[src/rtl/gpio_port_pkg.sv]
package gpio_port_pkg;

    typedef enum logic [3:0] {
        REG_IN   = 4'd0,
        REG_OUT  = 4'd1,
        REG_DIR  = 4'd2,
        REG_PULL = 4'd3,
        REG_SEL0 = 4'd4,
        REG_SEL1 = 4'd5,
        REG_EDGE = 4'd6,
        REG_IEN  = 4'd7,
        REG_FLAG = 4'd8,
        REG_VEC  = 4'd9
    } reg_addr_e;

    typedef enum logic [1:0] {
        FN_GPIO   = 2'b00,
        FN_SERIAL = 2'b01,
        FN_CLOCK  = 2'b10,
        FN_TIMER  = 2'b11
    } pin_fn_e;

endpackage

[src/rtl/gpio_pin_mux.sv]
module gpio_pin_mux
    import gpio_port_pkg::*;
(
    input  logic       dir_bit,
    input  logic       out_bit,
    input  logic       pull_bit,
    input  logic [1:0] fn_sel,
    input  logic       ser_val,
    input  logic       clk_val,
    input  logic       tmr_val,
    input  logic       dbg_act,
    input  logic       dbg_drive,
    input  logic       dbg_sense,
    input  logic       dbg_val,
    input  logic       pad_val,
    output logic       pad_drv,
    output logic       pad_en,
    output logic       pull_en,
    output logic       pull_up,
    output logic       cap_val
);

    always_comb begin
        pad_drv = out_bit;
        pad_en  = 1'b0;
        cap_val = 1'b0;
        if (dbg_act && dbg_drive) begin
            pad_drv = dbg_val;
            pad_en  = 1'b1;
        end else if (dbg_act && dbg_sense) begin
            pad_en  = 1'b0;
        end else begin
            case (pin_fn_e'(fn_sel))
                FN_GPIO: begin
                    pad_en = dir_bit;
                end
                FN_SERIAL: begin
                    pad_drv = ser_val;
                    pad_en  = dir_bit;
                    cap_val = ~dir_bit & pad_val;
                end
                FN_CLOCK: begin
                    pad_drv = clk_val;
                    pad_en  = dir_bit;
                    cap_val = ~dir_bit & pad_val;
                end
                default: begin
                    pad_drv = tmr_val;
                    pad_en  = dir_bit;
                    cap_val = ~dir_bit & pad_val;
                end
            endcase
        end

        if (dbg_act && dbg_sense) begin
            pull_en = 1'b1;
            pull_up = 1'b1;
        end else begin
            pull_en = pull_bit & ~pad_en;
            pull_up = out_bit & pull_bit & ~pad_en;
        end
    end

endmodule

[src/rtl/gpio_irq_ctrl.sv]
module gpio_irq_ctrl #(
    parameter int N_PINS = 8,
    parameter int VEC_W  = 5
) (
    input  logic              clk,
    input  logic              rst_n,
    input  logic [N_PINS-1:0] pad_in,
    input  logic [N_PINS-1:0] edge_sel,
    input  logic [N_PINS-1:0] ien,
    input  logic              sw_wr,
    input  logic [N_PINS-1:0] sw_data,
    input  logic              vec_rd,
    output logic [N_PINS-1:0] flags,
    output logic [VEC_W-1:0]  vec_code,
    output logic              irq
);

    localparam int IW = (N_PINS > 1) ? $clog2(N_PINS) : 1;

    typedef struct packed {
        logic [N_PINS-1:0] last;
        logic              armed;
        logic [N_PINS-1:0] flag;
    } irq_state_t;

    irq_state_t st_d, st_q;

    logic [N_PINS-1:0] rise, fall, hit, pend;
    logic              found;
    logic [IW-1:0]     idx;

    always_comb begin
        rise  = pad_in & ~st_q.last;
        fall  = ~pad_in & st_q.last;
        hit   = st_q.armed ? ((rise & ~edge_sel) | (fall & edge_sel)) : '0;
        pend  = st_q.flag & ien;
        found = 1'b0;
        idx   = '0;
        for (int i = N_PINS - 1; i >= 0; i--) begin
            if (pend[i]) begin
                found = 1'b1;
                idx   = IW'(i);
            end
        end

        st_d       = st_q;
        st_d.last  = pad_in;
        st_d.armed = 1'b1;
        if (sw_wr) begin
            st_d.flag = sw_data;
        end
        if (vec_rd && found) begin
            st_d.flag[idx] = 1'b0;
        end
        st_d.flag = st_d.flag | hit;
    end

    always_ff @(posedge clk or negedge rst_n) begin
        if (!rst_n) begin
            st_q <= '0;
        end else begin
            st_q <= st_d;
        end
    end

    assign flags    = st_q.flag;
    assign vec_code = found ? VEC_W'(2 * (int'(idx) + 1)) : '0;
    assign irq      = |pend;

    // a flag may only newly appear where an edge was seen or software wrote
    a_r8_flag_needs_edge: assert property (@(posedge clk) disable iff (!rst_n)
        !sw_wr |=> ((st_q.flag & ~$past(st_q.flag) & ~$past(hit)) == '0));

    // a vector read with a pending pin and no new edge removes exactly one flag
    a_r9_vec_clears_one: assert property (@(posedge clk) disable iff (!rst_n)
        (vec_rd && found && !sw_wr && (hit == '0)) |=>
            ($countones(st_q.flag) == $past($countones(st_q.flag)) - 1));

    // a vector read with nothing pending leaves the flags alone apart from new edges
    a_r9_vec_idle_keeps: assert property (@(posedge clk) disable iff (!rst_n)
        (vec_rd && !found && !sw_wr) |=> ((st_q.flag & ~$past(hit)) == $past(st_q.flag)));

endmodule

[src/rtl/gpio_port.sv]
module gpio_port
    import gpio_port_pkg::*;
#(
    parameter int                N_PINS       = 8,
    parameter logic [N_PINS-1:0] RST_OUT      = 'hB0,
    parameter logic [N_PINS-1:0] RST_DIR      = 'h00,
    parameter logic [N_PINS-1:0] RST_PULL     = 'hB0,
    parameter logic [N_PINS-1:0] RST_SEL0     = 'hF0,
    parameter logic [N_PINS-1:0] RST_SEL1     = 'hF0,
    parameter int                DBG_CLK_PIN  = 4,
    parameter int                DBG_DIN_PIN  = 5,
    parameter int                DBG_DOUT_PIN = 6,
    parameter int                DBG_SEL_PIN  = 7
) (
    input  logic              clk,
    input  logic              rst_n,
    input  logic              reg_wr,
    input  logic              reg_rd,
    input  logic [3:0]        reg_addr,
    input  logic [N_PINS-1:0] reg_wdata,
    output logic [N_PINS-1:0] reg_rdata,
    input  logic [N_PINS-1:0] pad_in,
    output logic [N_PINS-1:0] pad_out,
    output logic [N_PINS-1:0] pad_oe,
    output logic [N_PINS-1:0] pad_pull_en,
    output logic [N_PINS-1:0] pad_pull_up,
    input  logic [N_PINS-1:0] ser_out_i,
    input  logic [N_PINS-1:0] clk_out_i,
    input  logic [N_PINS-1:0] tmr_out_i,
    output logic [N_PINS-1:0] cap_in_o,
    input  logic              dbg_mode,
    input  logic              dbg_drive_val,
    output logic              dbg_clk_o,
    output logic              dbg_din_o,
    output logic              dbg_sel_o,
    output logic              irq
);

    localparam int VEC_W = $clog2(2 * N_PINS + 1);
    localparam logic [N_PINS-1:0] DBG_SENSE_MASK = (N_PINS'(1) << DBG_CLK_PIN)
                                                 | (N_PINS'(1) << DBG_DIN_PIN)
                                                 | (N_PINS'(1) << DBG_SEL_PIN);
    localparam logic [N_PINS-1:0] DBG_DRIVE_MASK = N_PINS'(1) << DBG_DOUT_PIN;

    typedef struct packed {
        logic [N_PINS-1:0] out;
        logic [N_PINS-1:0] dir;
        logic [N_PINS-1:0] pull;
        logic [N_PINS-1:0] sel0;
        logic [N_PINS-1:0] sel1;
        logic [N_PINS-1:0] edge_sel;
        logic [N_PINS-1:0] ien;
    } port_regs_t;

    port_regs_t regs_d, regs_q;

    logic              flag_wr;
    logic              vec_rd;
    logic [N_PINS-1:0] flags;
    logic [VEC_W-1:0]  vec_code;

    always_comb begin
        regs_d  = regs_q;
        flag_wr = 1'b0;
        vec_rd  = reg_rd && (reg_addr == REG_VEC);
        if (reg_wr) begin
            case (reg_addr_e'(reg_addr))
                REG_OUT:  regs_d.out      = reg_wdata;
                REG_DIR:  regs_d.dir      = reg_wdata;
                REG_PULL: regs_d.pull     = reg_wdata;
                REG_SEL0: regs_d.sel0     = reg_wdata;
                REG_SEL1: regs_d.sel1     = reg_wdata;
                REG_EDGE: regs_d.edge_sel = reg_wdata;
                REG_IEN:  regs_d.ien      = reg_wdata;
                REG_FLAG: flag_wr         = 1'b1;
                default:  ;
            endcase
        end
    end

    always_ff @(posedge clk or negedge rst_n) begin
        if (!rst_n) begin
            regs_q <= '{out: RST_OUT, dir: RST_DIR, pull: RST_PULL, sel0: RST_SEL0,
                        sel1: RST_SEL1, edge_sel: '0, ien: '0};
        end else begin
            regs_q <= regs_d;
        end
    end

    always_comb begin
        case (reg_addr_e'(reg_addr))
            REG_IN:   reg_rdata = pad_in;
            REG_OUT:  reg_rdata = regs_q.out;
            REG_DIR:  reg_rdata = regs_q.dir;
            REG_PULL: reg_rdata = regs_q.pull;
            REG_SEL0: reg_rdata = regs_q.sel0;
            REG_SEL1: reg_rdata = regs_q.sel1;
            REG_EDGE: reg_rdata = regs_q.edge_sel;
            REG_IEN:  reg_rdata = regs_q.ien;
            REG_FLAG: reg_rdata = flags;
            REG_VEC:  reg_rdata = N_PINS'(vec_code);
            default:  reg_rdata = '0;
        endcase
    end

    gpio_irq_ctrl #(
        .N_PINS (N_PINS),
        .VEC_W  (VEC_W)
    ) u_irq (
        .clk      (clk),
        .rst_n    (rst_n),
        .pad_in   (pad_in),
        .edge_sel (regs_q.edge_sel),
        .ien      (regs_q.ien),
        .sw_wr    (flag_wr),
        .sw_data  (reg_wdata),
        .vec_rd   (vec_rd),
        .flags    (flags),
        .vec_code (vec_code),
        .irq      (irq)
    );

    for (genvar p = 0; p < N_PINS; p++) begin : g_pin
        gpio_pin_mux u_mux (
            .dir_bit   (regs_q.dir[p]),
            .out_bit   (regs_q.out[p]),
            .pull_bit  (regs_q.pull[p]),
            .fn_sel    ({regs_q.sel1[p], regs_q.sel0[p]}),
            .ser_val   (ser_out_i[p]),
            .clk_val   (clk_out_i[p]),
            .tmr_val   (tmr_out_i[p]),
            .dbg_act   (dbg_mode),
            .dbg_drive (DBG_DRIVE_MASK[p]),
            .dbg_sense (DBG_SENSE_MASK[p]),
            .dbg_val   (dbg_drive_val),
            .pad_val   (pad_in[p]),
            .pad_drv   (pad_out[p]),
            .pad_en    (pad_oe[p]),
            .pull_en   (pad_pull_en[p]),
            .pull_up   (pad_pull_up[p]),
            .cap_val   (cap_in_o[p])
        );
    end

    assign dbg_clk_o = dbg_mode ? pad_in[DBG_CLK_PIN] : 1'b1;
    assign dbg_din_o = dbg_mode ? pad_in[DBG_DIN_PIN] : 1'b1;
    assign dbg_sel_o = dbg_mode ? pad_in[DBG_SEL_PIN] : 1'b1;

    // debug takeover of the four debug pins
    a_r6_dbg_takes_pins: assert property (@(posedge clk) disable iff (!rst_n)
        dbg_mode |-> (pad_oe[DBG_DOUT_PIN] && (pad_out[DBG_DOUT_PIN] == dbg_drive_val)
                      && ((pad_oe & DBG_SENSE_MASK) == '0)
                      && ((pad_pull_en & DBG_SENSE_MASK) == DBG_SENSE_MASK)
                      && ((pad_pull_up & DBG_SENSE_MASK) == DBG_SENSE_MASK)));

    // idle debug inputs read high
    a_r7_dbg_idle_high: assert property (@(posedge clk) disable iff (!rst_n)
        !dbg_mode |-> (dbg_clk_o && dbg_din_o && dbg_sel_o));

    // a capture input is never fed from a driven pin
    a_r4_capture_not_driven: assert property (@(posedge clk) disable iff (!rst_n)
        (cap_in_o & pad_oe) == '0);

    // pull is never enabled on a driven pin
    a_r5_no_pull_when_driven: assert property (@(posedge clk) disable iff (!rst_n)
        (pad_pull_en & pad_oe) == '0);

    // a direction write lands in the following cycle
    a_r2_dir_write_lands: assert property (@(posedge clk) disable iff (!rst_n)
        (reg_wr && (reg_addr == REG_DIR)) |=> (regs_q.dir == $past(reg_wdata)));

endmodule

[config.mk]
export PLATFORM = sky130hd
export DESIGN_NAME = gpio_port
export DESIGN_NICKNAME = d
export VERILOG_FILES = /design/src/rtl/gpio_port_pkg.sv /design/src/rtl/gpio_pin_mux.sv /design/src/rtl/gpio_irq_ctrl.sv /design/src/rtl/gpio_port.sv
export SDC_FILE = /design/constraint.sdc
export NUM_CORES = 1
export LEC_CHECK = 0
export BUFFER_PORTS_ARGS = -buffer_cell sky130_fd_sc_hd__buf_4
export CORE_UTILIZATION = 51
export CTS_CLUSTER_DIAMETER = 40
export CTS_CLUSTER_SIZE = 8
export DETAILED_ROUTE_END_ITERATION = 10
export HOLD_SLACK_MARGIN = 0.15
export MAX_ROUTING_LAYER = met4
export PLACE_DENSITY = 0.77
export SYNTH_ARGS = -nofsm -noshare
export SYNTH_HDL_FRONTEND = slang
export SYNTH_HIERARCHICAL = 1
export SYNTH_SLANG_ARGS = --single-unit
[constraint.sdc]
create_clock -name clk -period 2.15 [get_ports clk]
set_input_delay 0.3225 -clock clk [delete_from_list [all_inputs] [get_ports clk]]
set_output_delay 0.3225 -clock clk [all_outputs]
set_load 0.05 [all_outputs]
==> results of run 1 <==
-- layout by cell type, fill, tap and decap left out, drive strengths merged, types with 3 or more instances in the layout --
master       Yosys  routed
clkbuf           2      10
and4b            8       8
a21oi           13      13
o21ai           10      10
and3             4       4
or3b             3       3
and2             4       4
nand3           15      15
and2b            8       8
nor3             6       6
a21o             7       7
nand2b          12      12
mux2i           11      11
nand4bb          4       4
nor2            17      17
o31ai            8       8
conb             4      82
nand4b           7       7
o21a            18      18
nand3b          18      18
dfrtp           59      59
dlygate4sd3      0       9
nor2b            6       6
o2bb2ai          8       8
a32o            11      11
a211oi           4       4
mux2            69      69
or4bb            3       3
clkinv           0       3
a22oi           15      15
o22ai            6       6
nand2           24      24
inv              9       9
and4bb           8       8
a22o            15      15
a221oi           8       8
dfstp           14      14
or4              4       4
buf             35     168
-- critical path, cell delays in order, from the launching register on --
cell,delay (ns)
dfrtp_2,0.44
a22oi_2,0.18
nand2_1,0.08
o21a_2,0.20
inv_2,0.07
ha_4,0.13
nor3_1,0.04
a21o_1,0.16
a32o_1,0.22
or4_4,0.42
buf_6,0.17
-- per-layer routing --
| metal | global-route usage | wire (um) | vias to the layer above |
|---|---|---|---|
| met4 | 0.0816 | 295 | 0 |
| met3 | 0.0491 | 746 | 20 |
| met2 | 0.495 | 7450 | 142 |
| met5 | - | 0 | - |
| li1 | - | - | 2296 |
| met1 | 0.410 | 7210 | 2406 |
-- metrics by stage --
stage               setup TNS, ns  setup WS (ns)  cells  total power, W  hold WS [ns]
floorplan                  -0.644         -0.218    576         0.00364        0.0269
global placement           -0.951         -0.355    830         0.00439         0.334
detailed placement         -0.950         -0.363    830         0.00444         0.340
CTS                         -2.34         -0.683    862         0.00584         0.255
global route                -2.69         -0.738    865         0.00616         0.264
finish                      -2.26         -0.650    865         0.00589         0.267
-- synthesized netlist by cell type (10+ instances only) --
cell,n
a21oi_1,13
buf_4,10
o21a_1,17
buf_2,11
nand2_1,16
dfrtp_1,59
buf_6,14
a32o_1,11
mux2i_1,11
nand3_1,12
o21ai_0,10
mux2_2,66
nand2b_1,12
a22o_1,15
dfstp_2,14
nor2_1,15
nand3b_1,18
a22oi_2,10
-- cell families after synthesis --
kind of cell / share of synthesized area
simple gates: 0.209
fa+ha+maj: 0.00237
mux: 0.169
other cells: 0.00285
compound gates: 0.205
buf+inv: 0.0624
flops: 0.350
-- area by class of cell --
class	instances	area (sq um)	share of cell area
multi-input cells	457	3570	0.488
inverters	9	33.8	0.00462
clock inverters	6	82.6	0.0113
well taps	133	166	0.0228
clock buffers	10	128	0.0175
flip-flops and latches	73	1850	0.253
repair buffers	177	1490	0.203
-- sequential cells by signal (all words and copies together), names as in the netlist --
name / cells
u_irq/st_q: 9
u_irq/flags: 8
regs_q: 56
-- power by group --
group	switching, W	internal (W)
clock network	0.000529	0.000648
logic	0.00140	0.00126
registers	0.000357	0.00169
total	0.00228	0.00361
-- worst max path at each step --
stage | from | cells after the start | endpoint
final | u_irq/flags[0]$_DFF_PN0_ | 10 | reg_rdata[3]
after global routing | u_irq/flags[0]$_DFF_PN0_ | 10 | reg_rdata[2]
after CTS | regs_q[0]$_DFFE_PN0P_ | 9 | reg_rdata[2]
after detailed placement | u_irq/flags[0]$_DFF_PN0_ | 10 | reg_rdata[3]
after global placement | u_irq/flags[0]$_DFF_PN0_ | 10 | reg_rdata[3]
after floorplan | u_irq/flags[7]$_DFF_PN0_ | 7 | reg_rdata[1]
-- timing repair --
item / 4_1_cts / 5_1_grt
pin swaps: 16 / 12
resized for setup: 39 / 6
gates cloned: 0 / 0
buffers inserted: 8 / 4
endpoints found under the hold margin: 36 / 0
setup endpoints to repair: 7 / 7
hold buffers: 9 / 0
==> results.md, run 1 <==
- Outcome: finished, violations left
- Failing checks: setup timing
- Initial Utilization: 0.532
- Type of the tightest min-delay check: in -> reg
- Initial DRC Count: 270
- N_diodes: 0
- Startpoint Class: register
- Area grow syn2layout: 38.7%
- Port Buffers: 101
- Fin worst setup slack: -0.650 ns
- Initial antenna violation count: 0
- Max_cap viols: 0
- Gr ovfl total: 0
- Final core utilization: 0.738
- RSZ-0062 raised after global routing: yes
- Gr usage total: 0.309
- Pins Over Slew Limit: 0
- Setup-failing EPs final: 5
- Clock Root Buffer: clkbuf_8
- Vias in the first global route: 4,755
- Worst IR Drop VDD: 0.569 mV
- Io pins: 102
- Syn avg cell area: 10.6 sq um
- H-tree Lvls: 3
- Worst EP arrival: 2.48 ns
- Hold worst-path end: regs_q[13]$_DFFE_PN0P_
- Setup Skew: 0.00344 ns
- CTS tree: done
- Final net count: 778
- Hpwl dp: 11,400 um
- Main flop type after synthesis: dfrtp_1
- CTS clk-pin slew, worst paths: 0.08 ns
- Tightest Pin Transition: 0.565 ns
- CP required: 1.83 ns
- Filler Cells Inserted: 745
- Vias: 4,864
- CP max FO: 4
- Syn Std Cell Area: 5270 sq um
- Post-DP Area: 6750 sq um
- Die height: 104 um
- # rows: 36
- Placer Congestion: 0.949
- LEAKAGE: 3.29 nW
- R2R depth: 7
- Crit path kind: reg -> out
- Most area-hungry cell type in the Yosys netlist: dfrtp_1
- Yosys reg bits: 73
- First-pass DRT Iterations: 5
- Hold Startpoint: reg_wdata[5]
- Final period utilization: 1.30
- Worst R2R End: u_irq/flags[5]$_DFF_PN0_
- Fraction of registers with async set/reset: 1.00
- Post-synth EDFFs: 0
- Ys Warns: 6
- Crit. End Element: output port
- Overall routed net length: 15,700 um
- Largest net degree at the start of global routing: 40
- Endpoints failing hold: 0
- Core region area: 9910 sq um
- Clock sink count: 73
- First-pass GRT wire length: 25,400 um
- Chip Width: 104 um
- Final Critical Period: 2.80 ns
- Top post-synthesis cells by area: dfrtp_1, mux2_2, dfstp_2
- Finished Cell Area: 7310 sq um
- Fmax: 0.357 GHz
- CTS max path bufs: 2
- Slew headroom: 0.623
- Clk_lat worst skew: 0.35 ns
- Post-route ant nets: 0
- Seq/Total Area, Yosys: 0.350
- Layout cells sized above 1: 0.456
- Die area: 10,700 sq um
- RR Startpoint: regs_q[2]$_DFFE_PN0P_
- Drt drc: 0
- CTS buffer count: 9
- Drt wl/cell: 18.2 um
- Cell count of the worst hold path: 2
- PD cells: 806 nW/um^2
- Syn Inst Count: 498
- Top cell type's share of synthesized area: 0.280
- Post-synth cell types: 66
- Setup slack, reg-to-reg: 0.44 ns
- Routed vias/inst: 5.62
Power figures use the tool's default switching activity.
==> inputs of run 2 (changes only) <==
--- a/config.mk
+++ b/config.mk
@@ -13,6 +13,7 @@
 export HOLD_SLACK_MARGIN = 0.15
 export MAX_ROUTING_LAYER = met4
 export PLACE_DENSITY = 0.77
+export SETUP_SLACK_MARGIN = 0.15
 export SYNTH_ARGS = -nofsm -noshare
 export SYNTH_HDL_FRONTEND = slang
 export SYNTH_HIERARCHICAL = 1
==> constraint.sdc (replaced) <==
create_clock -name clk -period 2.15 [get_ports clk]
set_input_delay 0.1075 -clock clk [delete_from_list [all_inputs] [get_ports clk]]
set_output_delay 0.1075 -clock clk [all_outputs]
set_load 0.05 [all_outputs]
==> results.md, run 2 (synthesis results as in run 1) <==
- Final period utilization: 1.20 (-0.101)
- Placed Instances: 814 (-1.9%)
- Routed vias/inst: 5.68 (+1.0%)
- Initial DRC Count: 293 (+8.5%)
- LEAKAGE: 3.20 nW (-2.8%)
- Gr usage total: 0.297 (-0.0122)
- Hpwl dp: 10,600 um (-7.4%)
- Routing usage on met3: 0.0510 (+0.00189)
- Drt wl/cell: 18.2 um (about the same)
- Startpoint Class: register
- Drt drc: 0 (unchanged)
- Largest net degree at the start of global routing: 74 (+85%)
- Met1 Usage GRT: 0.374 (-0.0361)
- Overall routed net length: 15,500 um (-1.2%)
- Most common library cell in the layout ignoring fill and taps: buf_4
- Setup WS pre-CTS: -0.170 ns (+0.193 ns)
- Internal: 0.00347 W (-3.8%)
- H-tree Lvls: 3 (unchanged)
- Seq pwr share: 0.359 (+0.011)
- N_diodes: 0 (unchanged)
- Switching power: 0.00226 W (-0.96%)
- First-pass DRT Iterations: 5 (unchanged)
- Die height: 104 um (unchanged)
- CP max FO: 4 (unchanged)
- Fmax: 0.387 GHz (+8.4%)
- Core region area: 9910 sq um (unchanged)
- # rows: 36 (unchanged)
- Worst path max stage delay: 0.45 ns (about the same)
- GRT Max-Usage Layer: met2
- CTS buffer count: 9 (unchanged)
- CTS max path bufs: 2 (unchanged)
- Type of the tightest min-delay check: in -> reg
- Final cell count without fillers: 854 (-1.3%)
- Clock sink count: 73 (unchanged)
- Area of the multi-input gates: 3540 sq um (-0.70%)
- Failing checks: setup timing
- CP required: 2.04 ns (+0.21 ns)
- Clock Root Buffer: clkbuf_8
- Sw Ratio: 0.395 (+0.00694)
- Placer Congestion: 0.940 (-1.0%)
- Tightest Pin Transition: 0.938 ns (+0.373 ns)
- Sum Neg Setup Slack: -1.27 ns (+0.989 ns)
- PD cells: 801 nW/um^2 (-0.52%)
- Final core utilization: 0.722 (-0.0162)
- Final net count: 767 (-1.4%)
- Finished Cell Area: 7150 sq um (-2.2%)
- Final Critical Period: 2.58 ns (-0.217 ns)
- Post-DP Area: 6540 sq um (-3.0%)
- Layout cells sized above 1: 0.427 (-0.0291)
- Setup-failing EPs final: 4 (-1)
- Worst EP arrival: 2.48 ns (about the same)
- Crit path buf inv count: 2 (unchanged)
- Vias: 4,851 (-0.27%)
- Pins Over Slew Limit: 0 (unchanged)
- Port Buffers: 101 (unchanged)
- Setup Skew: 0.0118 ns (+0.00840 ns)
- Post-route ant nets: 0 (unchanged)
- Gr ovfl total: 0 (unchanged)
- Clock Power Share: 0.190 (-0.010)
- Worst IR Drop VDD: 0.473 mV (-17%)
- Vias in the first global route: 4,663 (-1.9%)
- Global Route met2 Usage: 0.481 (-0.0134)
- Filler Cells Inserted: 763 (+2.4%)
- Slowest CP cell: dfrtp_2
- Io pins: 102 (unchanged)
- CTS clk-pin slew, worst paths: 0.08 ns (about the same)
- RSZ-0062 raised after global routing: yes
- Comb pwr share: 0.451 (about the same)
- Initial antenna violation count: 0 (unchanged)
- Slew headroom: 0.375 (-0.249)
- Clk_lat worst skew: 0.35 ns (about the same)
- Initial Utilization: 0.532 (unchanged)
- Most flops, register: regs_q
- Max reg flops: 56 (unchanged)
- CTS tree: done
- Top delay family on crit path: compound AO/OA/AOI/OAI gates
- Fin worst setup slack: -0.433 ns (+0.217 ns)
- Endpoints failing hold: 0 (unchanged)
- Commonest cells after routing, fill and taps aside: buf_4, conb_1, mux2_2
- Die area: 10,700 sq um (unchanged)
- Chip Width: 104 um (unchanged)
- Area grow syn2layout: 35.7%
- First-pass GRT wire length: 24,500 um (-3.7%)
- Max_cap viols: 0 (unchanged)
- Storage element area: 1850 sq um (about the same)
- Crit path kind: reg -> out
- Critical path, cell by cell: buf_6 > a22oi_2 > a21boi_4 > ha_4 > nor3_2 > a21o_1 > a32o_1 > or4_4 > buf_8
- Outcome: finished, violations left
- Crit. End Element: output port
## run 2: changes by cell type in the layout (fill, tap and decap cells not counted), sizes merged
cell	previous run	this run
clkinvlp	1	2
dlymetal6s4s	0	1
bufinv	2	1
dlygate4sd3	9	17
buf	168	148
clkinv	3	2
clkbuf	10	11
## run 2: timing repair
action | CTS | global route
pin swaps | 13 | 11
endpoints found under the hold margin | 127 | 1
hold buffers | 17 | 1
gates resized for setup | 31 | 13
setup endpoints to repair | 6 | 7
buffers inserted | 4 | 2
## run 2: power by group through the flow
| stage | clock [W] | sequential, W | combinational [W] |
|---|---|---|---|
| finish | 0.00109 | 0.00206 | 0.00259 |
| detailed placement | 0 | 0.00207 | 0.00230 |
| CTS | 0.00110 | 0.00205 | 0.00250 |
| floorplan | 0 | 0.00195 | 0.00167 |
| global placement | 0 | 0.00205 | 0.00226 |
| global route | 0.00116 | 0.00210 | 0.00275 |
## run 2: cell type report
type                            count  share of cell area
Clock buffer                       11              0.0198
Timing Repair Buffer              166               0.191
Inverter                            9             0.00472
Multi-Input combinational cell    457               0.496
Tap cell                          133              0.0233
Sequential cell                    73               0.258
Clock inverter                      5             0.00770
## run 2: path summary, 6_finish.rpt
path                                          start                  endpoint  slack, ns  cells after the start
setup / recovery           u_irq/flags[0]$_DFF_PN0_              reg_rdata[3]      -0.43                      9
hold / removal                            pad_in[0]  u_irq/flags[0]$_DFF_PN0_       0.17                      3
setup reg to reg           u_irq/flags[3]$_DFF_PN0_  u_irq/flags[5]$_DFF_PN0_       0.45                      7
hold reg to reg              regs_q[15]$_DFFE_PN0P_    regs_q[15]$_DFFE_PN0P_       0.57                      1
max in group asynchronous                     rst_n  u_irq/flags[0]$_DFF_PN0_       1.03                      2
min in group asynchronous                     rst_n    regs_q[47]$_DFFE_PN0P_       0.48                      2
## run 2: tightest hold or removal path: stages
cell and delay, ns:
buf_4 0.11, o21ai_0 0.09, a21o_1 0.18
## run 2: routing by layer
metal,part of all wire,routed length (um)
met2,0.48,7430
met1,0.43,6720
met4,0.031,475
met3,0.058,896
met5,0,0
## run 2: per-stage QoR
stage / hold slack [ns] / power (W)
after global placement: 0.251 / 0.00431
after floorplan: -0.188 / 0.00363
final: 0.172 / 0.00573
after CTS: 0.156 / 0.00564
after global routing: 0.175 / 0.00601
after detailed placement: 0.253 / 0.00437
